<file path="src/rtl/hpa_pkg.sv">
package hpa_pkg;
  typedef struct packed {
    logic ack_pol;
    logic req_pol;
    logic cs_pol;
    logic mux_mode;
    logic dbl_req;
    logic req_en;
    logic port_en;
  } ctl_t;

  localparam int CTL_W = $bits(ctl_t);

  localparam logic [1:0] A_CTL  = 2'd0;
  localparam logic [1:0] A_VEC  = 2'd1;
  localparam logic [1:0] A_DIR  = 2'd2;
  localparam logic [1:0] A_GDAT = 2'd3;
endpackage

</file>
<file path="src/rtl/hpa_sync.sv">
module hpa_sync #(
  parameter int W = 1,
  parameter int STAGES = 2,
  parameter logic [W-1:0] RST_VAL = '0
) (
  input  logic         clk,
  input  logic         rst,
  input  logic [W-1:0] d,
  output logic [W-1:0] q
);
  logic [STAGES-1:0][W-1:0] chain;

  always_ff @(posedge clk) begin
    if (rst) chain[0] <= RST_VAL;
    else     chain[0] <= d;
  end

  for (genvar s = 1; s < STAGES; s++) begin : g_stage
    always_ff @(posedge clk) begin
      if (rst) chain[s] <= RST_VAL;
      else     chain[s] <= chain[s-1];
    end
  end

  assign q = chain[STAGES-1];
endmodule

</file>
<file path="src/rtl/hpa_regs.sv">
module hpa_regs
  import hpa_pkg::*;
#(
  parameter int DATA_W = 8,
  parameter int GPIO_W = 4
) (
  input  logic              clk,
  input  logic              rst,
  input  logic              we,
  input  logic [1:0]        addr,
  input  logic [DATA_W-1:0] wdata,
  output ctl_t              ctl,
  output logic [DATA_W-1:0] vec,
  output logic [GPIO_W-1:0] dir,
  output logic [GPIO_W-1:0] gdat
);
  always_ff @(posedge clk) begin
    if (rst) begin
      ctl  <= '0;
      vec  <= '0;
      dir  <= '0;
      gdat <= '0;
    end else if (we) begin
      case (addr)
        A_CTL:   ctl  <= ctl_t'(wdata[CTL_W-1:0]);
        A_VEC:   vec  <= wdata;
        A_DIR:   dir  <= wdata[GPIO_W-1:0];
        default: gdat <= wdata[GPIO_W-1:0];
      endcase
    end
  end
endmodule

</file>
<file path="src/rtl/hpa_bus.sv">
module hpa_bus
  import hpa_pkg::*;
#(
  parameter int DATA_W = 8
) (
  input  logic              clk,
  input  logic              rst,
  input  ctl_t              ctl,
  input  logic [DATA_W-1:0] vec,
  input  logic [DATA_W-1:0] rd_data,
  input  logic              cs_s,
  input  logic              rd_n_s,
  input  logic              wr_n_s,
  input  logic              ack_s,
  input  logic [DATA_W-1:0] din_s,
  output logic              sel,
  output logic              ack_hit,
  output logic [DATA_W-1:0] hdata_out,
  output logic              hdata_oe,
  output logic [DATA_W-1:0] wr_data,
  output logic              wr_pulse
);
  logic cs_level;
  logic rd_hit;
  logic wr_hit;
  logic wr_prev;

  // multiplexed mode pins the select level to low
  assign cs_level = ctl.mux_mode ? 1'b0 : ctl.cs_pol;
  assign sel      = (cs_s == cs_level);
  assign ack_hit  = sel && (ack_s == ctl.ack_pol);
  assign rd_hit   = sel && !rd_n_s;
  assign wr_hit   = sel && !wr_n_s;

  always_ff @(posedge clk) begin
    if (rst) begin
      hdata_out <= '0;
      hdata_oe  <= 1'b0;
      wr_data   <= '0;
      wr_pulse  <= 1'b0;
      wr_prev   <= 1'b0;
    end else begin
      hdata_oe <= ack_hit || rd_hit;
      if (ack_hit)     hdata_out <= vec;
      else if (rd_hit) hdata_out <= rd_data;
      wr_prev  <= wr_hit;
      wr_pulse <= wr_hit && !wr_prev;
      if (wr_hit && !wr_prev) wr_data <= din_s;
    end
  end
endmodule

</file>
<file path="src/rtl/hpa_req.sv">
module hpa_req
  import hpa_pkg::*;
(
  input  logic clk,
  input  logic rst,
  input  ctl_t ctl,
  input  logic tx_need,
  input  logic rx_need,
  output logic hreq_a,
  output logic hreq_b
);
  logic on;
  logic want_a;
  logic want_b;

  assign on     = ctl.port_en && ctl.req_en;
  assign want_a = on && (ctl.dbl_req ? tx_need : (tx_need || rx_need));
  assign want_b = on && ctl.dbl_req && rx_need;

  // level mapping is registered, so a level change moves the pin once
  always_ff @(posedge clk) begin
    if (rst) begin
      hreq_a <= 1'b1;
      hreq_b <= 1'b1;
    end else begin
      hreq_a <= ctl.req_pol ? want_a : !want_a;
      hreq_b <= ctl.req_pol ? want_b : !want_b;
    end
  end
endmodule

</file>
<file path="src/rtl/host_pin_adapter.sv">
module host_pin_adapter
  import hpa_pkg::*;
#(
  parameter int DATA_W = 8,
  parameter int GPIO_W = 4,
  parameter int SYNC_STAGES = 2
) (
  input  logic              clk,
  input  logic              rst,
  input  logic              cpu_we,
  input  logic [1:0]        cpu_addr,
  input  logic [DATA_W-1:0] cpu_wdata,
  input  logic [DATA_W-1:0] rd_data,
  input  logic              tx_need,
  input  logic              rx_need,
  output logic [DATA_W-1:0] wr_data,
  output logic              wr_pulse,
  output logic [GPIO_W-1:0] gpio_rd,
  input  logic              hcs,
  input  logic              hrd_n,
  input  logic              hwr_n,
  input  logic              hack,
  input  logic [DATA_W-1:0] hdata_in,
  output logic [DATA_W-1:0] hdata_out,
  output logic              hdata_oe,
  output logic              hreq_a,
  output logic              hreq_b,
  input  logic [GPIO_W-1:0] gpio_in,
  output logic [GPIO_W-1:0] gpio_out,
  output logic [GPIO_W-1:0] gpio_oe
);
  localparam int CTRL_PINS = 4;

  ctl_t              ctl_q;
  logic [DATA_W-1:0] vec_q;
  logic [GPIO_W-1:0] dir_q;
  logic [GPIO_W-1:0] gdat_q;
  logic [CTRL_PINS-1:0] pins_s;
  logic [DATA_W-1:0] din_s;
  logic bus_sel;
  logic ack_hit;
  logic c_pen, c_ren, c_dbl, c_rpol;

  assign c_pen  = ctl_q.port_en;
  assign c_ren  = ctl_q.req_en;
  assign c_dbl  = ctl_q.dbl_req;
  assign c_rpol = ctl_q.req_pol;

  hpa_regs #(.DATA_W(DATA_W), .GPIO_W(GPIO_W)) u_regs (
    .clk(clk), .rst(rst), .we(cpu_we), .addr(cpu_addr), .wdata(cpu_wdata),
    .ctl(ctl_q), .vec(vec_q), .dir(dir_q), .gdat(gdat_q)
  );

  hpa_sync #(.W(CTRL_PINS), .STAGES(SYNC_STAGES), .RST_VAL({CTRL_PINS{1'b1}})) u_sync_ctl (
    .clk(clk), .rst(rst), .d({hcs, hrd_n, hwr_n, hack}), .q(pins_s)
  );

  hpa_sync #(.W(DATA_W), .STAGES(SYNC_STAGES), .RST_VAL('0)) u_sync_dat (
    .clk(clk), .rst(rst), .d(hdata_in), .q(din_s)
  );

  hpa_sync #(.W(GPIO_W), .STAGES(SYNC_STAGES), .RST_VAL('0)) u_sync_gpio (
    .clk(clk), .rst(rst), .d(gpio_in), .q(gpio_rd)
  );

  hpa_bus #(.DATA_W(DATA_W)) u_bus (
    .clk(clk), .rst(rst), .ctl(ctl_q), .vec(vec_q), .rd_data(rd_data),
    .cs_s(pins_s[3]), .rd_n_s(pins_s[2]), .wr_n_s(pins_s[1]), .ack_s(pins_s[0]),
    .din_s(din_s), .sel(bus_sel), .ack_hit(ack_hit),
    .hdata_out(hdata_out), .hdata_oe(hdata_oe), .wr_data(wr_data), .wr_pulse(wr_pulse)
  );

  hpa_req u_req (
    .clk(clk), .rst(rst), .ctl(ctl_q), .tx_need(tx_need), .rx_need(rx_need),
    .hreq_a(hreq_a), .hreq_b(hreq_b)
  );

  assign gpio_oe  = dir_q;
  assign gpio_out = gdat_q;
endmodule

</file>
<file path="config.mk">
export PLATFORM = sky130hd
export DESIGN_NAME = host_pin_adapter
export DESIGN_NICKNAME = d
export VERILOG_FILES = /design/src/rtl/hpa_pkg.sv /design/src/rtl/hpa_sync.sv /design/src/rtl/hpa_regs.sv /design/src/rtl/hpa_bus.sv /design/src/rtl/hpa_req.sv /design/src/rtl/host_pin_adapter.sv
export SDC_FILE = /design/constraint.sdc
export NUM_CORES = 1
export LEC_CHECK = 0
export BUFFER_PORTS_ARGS = -buffer_cell sky130_fd_sc_hd__buf_2
export CAP_MARGIN = 30
export CORE_MARGIN = 2
export CORE_UTILIZATION = 33
export DETAILED_ROUTE_END_ITERATION = 7
export PLACE_DENSITY = 0.66
export SLEW_MARGIN = 30
export SYNTH_ARGS = -nofsm -noshare
export SYNTH_HDL_FRONTEND = slang
export SYNTH_HIERARCHICAL = 1
export SYNTH_SLANG_ARGS = --single-unit
</file>
<file path="constraint.sdc">
create_clock -name clk -period 1.1 [get_ports clk]
set_input_delay 0.165 -clock clk [delete_from_list [all_inputs] [get_ports clk]]
set_output_delay 0.165 -clock clk [all_outputs]
set_load 0.01 [all_outputs]
</file>
==> results.tsv <==
stage	metric	value	unit
run_status	outcome	complete, but fails checks	
run_status	failing_checks	negative setup slack	
sta	worst_pin_slew	0.3728	ns
cts	cts.reportedPaths.clkPinSlew	0.08	ns
floorplanning	placementRows	34	
routing	wl_per_cell	11.88	um
critical_path	timing.critical_path.required	1.36	ns
sta	totalNegativeSetupSlack	-1.188	ns
sta	post-route-period-util	110.0	%
critical_path	critical_path.top_delay_family	flip-flops	
global_route	grt.overflow.total	0	
yosys	syn-instance-count	273	
place	dp.final_hpwl	3.970	mm
sta	total_count_of_hold_check_failures_in_the_final_report	0	
floorplanning	core-area	8636	sq um
global_route	track_usage	11.98	%
critical_path	critical_path_peak_fanout	8	
sta	fin_crit	1.210	ns
floorplanning	floorplan.initialDensity	33.80	%
pwr	power_density	1509	nW/um^2
sta	timing.slew.headroom	75.15	%
routing	detail_route.first_pass.iterations	4	
place	final_replace_weighted_congestion	0.7108	
routing	postRouteWirelength	5.475	mm
cts	post-cts-setup-buffer-count	0	
critical_path	crit_path_max_incr_delay	0.32	ns
floorplanning	die_width	98.05	um
sta	finClkSkew	0.006284	ns
pwr	ir_drop	0.5372	mV
sta	setup_viol	16	
sta	finalMaxSlewViolations	0	
critical_path	worst_path_cell_chain	nand2b_4, xnor2_4, nor3_4, buf_12, mux2i_1	
critical_path	cpMaxStageDelayCell	sky130_fd_sc_hd__dfxtp_2	
min_path	hold_class	in2reg	
global_route	first_global_vias	2004	
place	buffer_ports.inserted	70	
routing	route.vias.total	2005	
critical_path	crit_type	reg2reg	
routing	initial_drc_count	48	
layout	final_net_count	387	
critical_path	worstPathBufferInverterCount	1	
yosys	yosys_warnings	6	
pwr	leakage	1.632	nW
floorplanning	floorplan.die.height	98.05	um
critical_path	critical_path_arrival	1.47	ns
yosys	mean_cell_area_of_the_mapped_netlist	10.69	sq um
pwr	power.total	5.587	mW
cts	cts_buffers	9	
floorplanning	floorplan_die_area	9614	sq um
routing	ant_nets	0	
routing	route.detailed.vias_per_inst	4.349	
layout	antenna-diode-count	0	
global_route	initial_antenna_violation_count	0	
yosys	postSynthNetCount	312	
sta	max_freq	826.5	MHz
cts	tritoncts	yes	
critical_path	crit_path_end_kind	flop	
critical_path	critPathLaunchType	flop	
cts	max_clock_buf_depth	2	
cts	worstSkewPairLatency	0.34	ns
cts	cts.root.buffer_cell	sky130_fd_sc_hd__clkbuf_8	
cts	cts_sinks	76	
job	drv.max_cap_violation_count	0	
global_route	grt_pass1_wl	9.183	mm
layout	stdcell_count	461	
layout	fillers	839	
routing	drc	0	
place	dpl.cell_count	442	
sta	rsz0062_at_grt	yes	
sta	finalWorstSetupSlack	-0.1099	ns
layout	area.growth.synth_to_final	26.83	%
global_route	grt_max_degree	28	
floorplanning	ios	71	
yosys	synthesis.area	2919	sq um
layout	fraction_of_layout_instances_using_a_drive_strength_above_1	37.68	%
cts	cts-htree-levels	3	
sta	final.hold.worst_slack	0.01870	ns
==> worst register-to-register path, stage by stage (launching register included) <==
cell and delay (ns):
sky130_fd_sc_hd__dfxtp_2 0.32, sky130_fd_sc_hd__nand2b_4 0.15, sky130_fd_sc_hd__xnor2_4 0.16, sky130_fd_sc_hd__nor3_4 0.17, sky130_fd_sc_hd__buf_12 0.16, sky130_fd_sc_hd__mux2i_1 0.18
==> through the flow <==
| stage | utilization [%] | area [sq um] | worst slack, ns |
|---|---|---|---|
| 6_report | 42.87 | 3702 | -0.1099 |
| 5_1_grt | 42.87 | 3702 | -0.1986 |
| 4_1_cts | 42.86 | 3701 | -0.1162 |
| 3_5_place_dp | 39.77 | 3435 | -0.1730 |
| 3_3_place_gp | 39.77 | 3435 | -0.09860 |
| 2_1_floorplan | - | 2974 | -0.1073 |
==> flip-flops by register name, indices dropped and copies added (netlist names) <==
| register | count |
|---|---|
| u_bus/hdata_out | 8 |
| u_bus/wr_data | 8 |
| u_regs/vec | 8 |
| u_sync_dat/chain | 8 |
| u_sync_dat/q | 8 |
| u_regs/ctl | 7 |
| u_regs/dir | 4 |
| u_regs/gdat | 4 |
| u_sync_ctl/chain | 4 |
| u_sync_ctl/q | 4 |
| u_sync_gpio/chain | 4 |
| u_sync_gpio/q | 4 |
| u_bus/hdata_oe | 1 |
| u_bus/wr_prev | 1 |
| u_bus/wr_pulse | 1 |
| u_req/hreq_a | 1 |
| u_req/hreq_b | 1 |
==> metal layers <==
| layer | share of wire [%] | routed length (um) | GRT usage (%) |
|---|---|---|---|
| met2 | 45 | 2481 | 17.97 |
| met3 | 4.7 | 255 | 3.293 |
| met5 | 0 | 0 | 0 |
| met1 | 48 | 2610 | 15.43 |
| met4 | 2.3 | 128 | 7.051 |
==> area by class of cell <==
type / count / area (sq um) / area share (%)
repair buffers: 89 / 539.3 / 14.57
clock inverters: 6 / 61.31 / 1.656
inverters: 2 / 10.01 / 0.2704
well taps: 108 / 135.1 / 3.650
multi-input cells: 170 / 1277 / 34.51
clock buffers: 10 / 148.9 / 4.022
flip-flops and latches: 76 / 1530 / 41.33
==> timing repair <==
item	CTS	global route
hold buffers	2	0
cloned	1	0
endpoints found under the hold margin	2	0
pin swaps	2	0
setup endpoints to repair	19	19
resized for setup	6	2
==> worst paths after layout <==
kind,cells past startpoint,end,start,slack [ns]
max reg2reg,5,u_bus/wr_data[7]$_SDFFE_PP0P_,u_regs/ctl[3]$_SDFFE_PP0P_,-0.11
max,5,u_bus/wr_data[7]$_SDFFE_PP0P_,u_regs/ctl[3]$_SDFFE_PP0P_,-0.11
min reg2reg,1,u_sync_ctl/q[3]$_SDFF_PP1_,u_sync_ctl/chain[3]$_SDFF_PP1_,0.41
min,2,u_sync_ctl/chain[1]$_SDFF_PP1_,hwr_n,0.02
==> placed cells by master, fill, tap and decap left out, types with 2 or more instances in the layout <==
cell	instances
sky130_fd_sc_hd__a211oi_1	6
sky130_fd_sc_hd__a21oi_1	8
sky130_fd_sc_hd__and2_1	2
sky130_fd_sc_hd__and2b_2	6
sky130_fd_sc_hd__buf_12	3
sky130_fd_sc_hd__buf_2	70
sky130_fd_sc_hd__buf_4	13
sky130_fd_sc_hd__clkbuf_8	9
sky130_fd_sc_hd__clkinv_2	3
sky130_fd_sc_hd__dfxtp_1	73
sky130_fd_sc_hd__dfxtp_4	2
sky130_fd_sc_hd__dlygate4sd3_1	2
sky130_fd_sc_hd__mux2i_1	32
sky130_fd_sc_hd__nand2_1	16
sky130_fd_sc_hd__nand2_2	2
sky130_fd_sc_hd__nand2b_1	32
sky130_fd_sc_hd__nand3b_1	2
sky130_fd_sc_hd__nor2_1	3
sky130_fd_sc_hd__nor2b_1	13
sky130_fd_sc_hd__nor2b_2	7
sky130_fd_sc_hd__nor3b_2	3
sky130_fd_sc_hd__o21ai_1	9
sky130_fd_sc_hd__or2_1	8
sky130_fd_sc_hd__or3_1	6
sky130_fd_sc_hd__xnor2_4	2
==> power breakdown <==
part           internal (mW)  switching, mW  leakage, nW  total [mW]
registers               2.84         0.0516        0.623        2.90
clock network           1.18           1.03        0.107        2.21
logic                  0.263          0.221        0.902       0.484
(Power assumes the default switching activity.)
